## src/rtl/smpu_pkg.sv

```systemverilog
package smpu_pkg;

  typedef enum logic [1:0] {
    MODE_OFF   = 2'd0,
    MODE_RANGE = 2'd1,
    MODE_WORD  = 2'd2,
    MODE_POW2  = 2'd3
  } match_mode_e;

  typedef enum logic [1:0] {
    KIND_READ  = 2'd0,
    KIND_WRITE = 2'd1,
    KIND_EXEC  = 2'd2,
    KIND_RSVD  = 2'd3
  } acc_kind_e;

  // bit 7 lock, bit 6 user, bit 5 spare, bits 4:3 mode, bit 2 x, bit 1 w, bit 0 r
  typedef struct packed {
    logic        lock;
    logic        user;
    logic        spare;
    match_mode_e mode;
    logic        x;
    logic        w;
    logic        r;
  } entry_cfg_t;

endpackage

```

## src/rtl/smpu_entry_match.sv

```systemverilog
module smpu_entry_match
  import smpu_pkg::*;
#(
  parameter int REG_W = 32
) (
  input  logic [REG_W-1:0] word_addr,
  input  match_mode_e      mode,
  input  logic             user_bit,
  input  logic [REG_W-1:0] this_reg,
  input  logic [REG_W-1:0] prev_reg,
  input  logic             sw_on,
  input  logic             user_acc,
  output logic             hit
);

  logic [REG_W-1:0] pow2_mask;
  logic             live;
  logic             in_region;

  always_comb begin
    // trailing ones plus the first zero above them
    pow2_mask = this_reg ^ (this_reg + REG_W'(1));
    live      = sw_on && (mode != MODE_OFF) && (!user_acc || user_bit);
    unique case (mode)
      MODE_RANGE: in_region = (word_addr >= prev_reg) && (word_addr < this_reg);
      MODE_WORD:  in_region = (word_addr == this_reg);
      MODE_POW2:  in_region = ((word_addr ^ this_reg) & ~pow2_mask) == '0;
      default:    in_region = 1'b0;
    endcase
    hit = live && in_region;
  end

endmodule

```

## config.mk

```make
export PLATFORM = sky130hd
export DESIGN_NAME = smpu_entry_match
export DESIGN_NICKNAME = d
export VERILOG_FILES = /design/src/rtl/smpu_pkg.sv /design/src/rtl/smpu_entry_match.sv
export SDC_FILE = /design/constraint.sdc
export NUM_CORES = 1
export LEC_CHECK = 0
export ABC_AREA = 1
export BUFFER_PORTS_ARGS = -buffer_cell sky130_fd_sc_hd__buf_2
export CORE_AREA = 2 2 76 78
export DETAILED_ROUTE_END_ITERATION = 7
export DIE_AREA = 0 0 78 80
export GPL_ROUTABILITY_DRIVEN = 0
export PLACE_DENSITY = 0.77
export SLEW_MARGIN = 5
export SYNTH_ARGS = -nofsm -noshare
export SYNTH_HDL_FRONTEND = slang
export SYNTH_SLANG_ARGS = --single-unit
```

## constraint.sdc

```tcl
create_clock -name vclk -period 2.6
set_input_delay 0.26 -clock vclk [all_inputs]
set_output_delay 0.26 -clock vclk [all_outputs]
set_load 0.05 [all_outputs]
```

==> key figures <==
Power
  – Pwr Density: 137 nW/um2
  – Total chip power: 0.433 mW
  – Worst vdd ir: 0.0691 mV
  – Leakage Power: 2.05 nW

Worst setup path
  – CP required: 2.34 ns
  – CP arrival: 1.96 ns
  – Setup crit end kind: primary output
  – Critical path fanouts, max: 4
  – Setup CP Type: input port to primary output
  – Worst setup SP type: input port

Drt
  – WL final: 6.59 mm
  – Via count: 3,024
  – DRC viols: 0
  – Antenna violation net count after detailed routing: 0
  – Per-cell routed wire length: 10.3 um
  – Pre-antenna DRT Iters: 4
  – DR iter-0 viols: 177
  – Vias/cell: 4.73

Finish
  – Sequential cell area: 0 um2
  – Nets: 735
  – Non-filler cells, final: 639
  – Num sequential: 0
  – Ant. Diodes: 0
  – Share of layout cells above drive strength 1: 0.212
  – CLK BUF: 0
  – Area grow syn2layout: 23.5%

STA
  – Crit path time final: 2.22 ns
  – Final setup violation count: 0
  – Setup TNS: 0 ns
  – Slew at the pin with the worst max-slew slack: 0.277 ns
  – Slew Limit Fails: 0
  – WHS: 0.928 ns
  – RSZ-0062 raised after global routing: false
  – Max Clk Rate: 451 MHz
  – Final period util: 0.853
  – Hold Fails Final Rpt: 0
  – Max_slew headroom: 0.814

Logic synthesis
  – Yosys warnings: 0
  – Top-count cell post-synth: nand2_1
  – Seq/Total Area, Yosys: 0
  – Synth top cells by count: nand2_1, inv_1, ha_1
  – Synth top area share: 0.318
  – Simple-gate portion of the synthesized area: 0.380
  – Netlist Area Pre-Place: 2550 um2
  – Mux cell area share after synthesis: 0
  – Synth Area in Compound Gates: 0.133
  – Total nets after synthesis: 631
  – Synth area leader: ha_1
  – Mean Syn Cell Area: 5.49 um2
  – Main combinational cell family by area after synthesis: simple AND/OR/NAND/NOR gates
  – Synth area leaders: ha_1, nand2_1, inv_1
  – Adder-cell share of the synthesized area: 0.318
  – Post-Syn Instances: 465
  – Post-synthesis xor/xnor area fraction: 0.00343
  – Synth cell types: 27

CTS
  – Setup Buffers After CTS: 0
  – Hold Buf Count CTS: 0
  – Resize count post-CTS: 0

Place
  – HPWL Detailed: 6.13 mm
  – PortBufs: 102
  – Placed instance count: 639

Global routing
  – Largest net degree at the start of global routing: 5
  – Grt ovf: 0
  – First-pass GRT wire length: 10.9 mm
  – Number of global-route vias before repair: 2,734
  – Antenna violations before repair: 0
  – Tot GR Track Use: 0.206

Floorplan
  – Rows: 27
  – Core area: 5410 um2
  – Horiz. Die Dim: 78 um
  – Starting Density: 0.473
  – Die area: 6240 um2
  – IO Count: 102
  – Die height: 80 um

Min path
  – HP Class: input port to primary output

Status
  – Status: finished clean

Run
  – Max-Cap Viols: 0
## layout make-up
type | count | area (um2)
Fill cell | 584 | 2250
Inverter | 113 | 424
Multi-Input combinational cell | 352 | 2130
Tap cell | 72 | 90.1
Timing Repair Buffer | 102 | 510
## layout by cell type, fill, tap and decap left out, drive strengths merged
| master | Yosys | final |
|---|---|---|
| o22ai | 2 | 2 |
| nand3b | 3 | 3 |
| o21bai | 4 | 4 |
| xor2 | 1 | 1 |
| nor2 | 62 | 62 |
| ha | 65 | 65 |
| nor3 | 7 | 7 |
| nand2 | 136 | 136 |
| o2111ai | 1 | 1 |
| buf | 0 | 102 |
| nor3b | 1 | 1 |
| nand4 | 4 | 4 |
| o21ai | 15 | 15 |
| and2 | 2 | 2 |
| inv | 113 | 113 |
| a21boi | 1 | 1 |
| a21oi | 32 | 32 |
| nand3 | 10 | 10 |
| a21o | 1 | 1 |
| a31oi | 1 | 1 |
| a211o | 1 | 1 |
| o21a | 3 | 3 |
## routing by layer
| metal | vias up | wire, um | GRT usage | share of wire |
|---|---|---|---|---|
| li1 | 1661 | - | - | - |
| met1 | 1273 | 3110 | 0.281 | 0.47 |
| met2 | 86 | 3120 | 0.378 | 0.47 |
| met3 | 4 | 329 | 0.00226 | 0.050 |
| met4 | 0 | 36 | 0.0140 | 0.0055 |
| met5 | - | 0 | 0 | 0 |
## through the flow
step | util | cell area [um2] | setup slack (ns)
finish | 0.584 | 3160 | 0.382
global route | 0.584 | 3160 | 0.175
CTS | 0.584 | 3160 | 0.368
detailed placement | 0.584 | 3160 | 0.372
global placement | 0.584 | 3160 | 0.383
floorplan | - | 2550 | 0.705
## worst max-delay path, cell delays in order
cell and delay, ns:
buf_2 0.12, ha_1 0.20, nand2_1 0.10, nor2_4 0.12
nand2_2 0.09, nor2_2 0.14, nand2_1 0.07, nand2_1 0.06
nand2_1 0.05, nor2_1 0.10, nand2_1 0.06, nor2_1 0.10
nand3_1 0.07, nand3_1 0.08, nand2_1 0.05, inv_1 0.04
buf_2 0.25
## cell families (layout without fill, tap and decap cells)
| group | after synthesis | count (layout) |
|---|---|---|
| AOI/OAI and AO/OA | 61 | 61 |
| and+or+nand+nor | 225 | 225 |
| xor gates and xnor gates | 1 | 1 |
| buffers and inverters | 113 | 215 |
| adders and majority gates | 65 | 65 |
## report_power, final
part	switching (mW)	internal, mW
sequential	0	0
clock	0	0
combinational	0.240	0.194
## final timing paths
path,from,endpoint,depth (start not counted)
worst min-delay path,user_acc,hit,5
worst max-delay path,this_reg[1],hit,17
(Power assumes the default switching activity.)
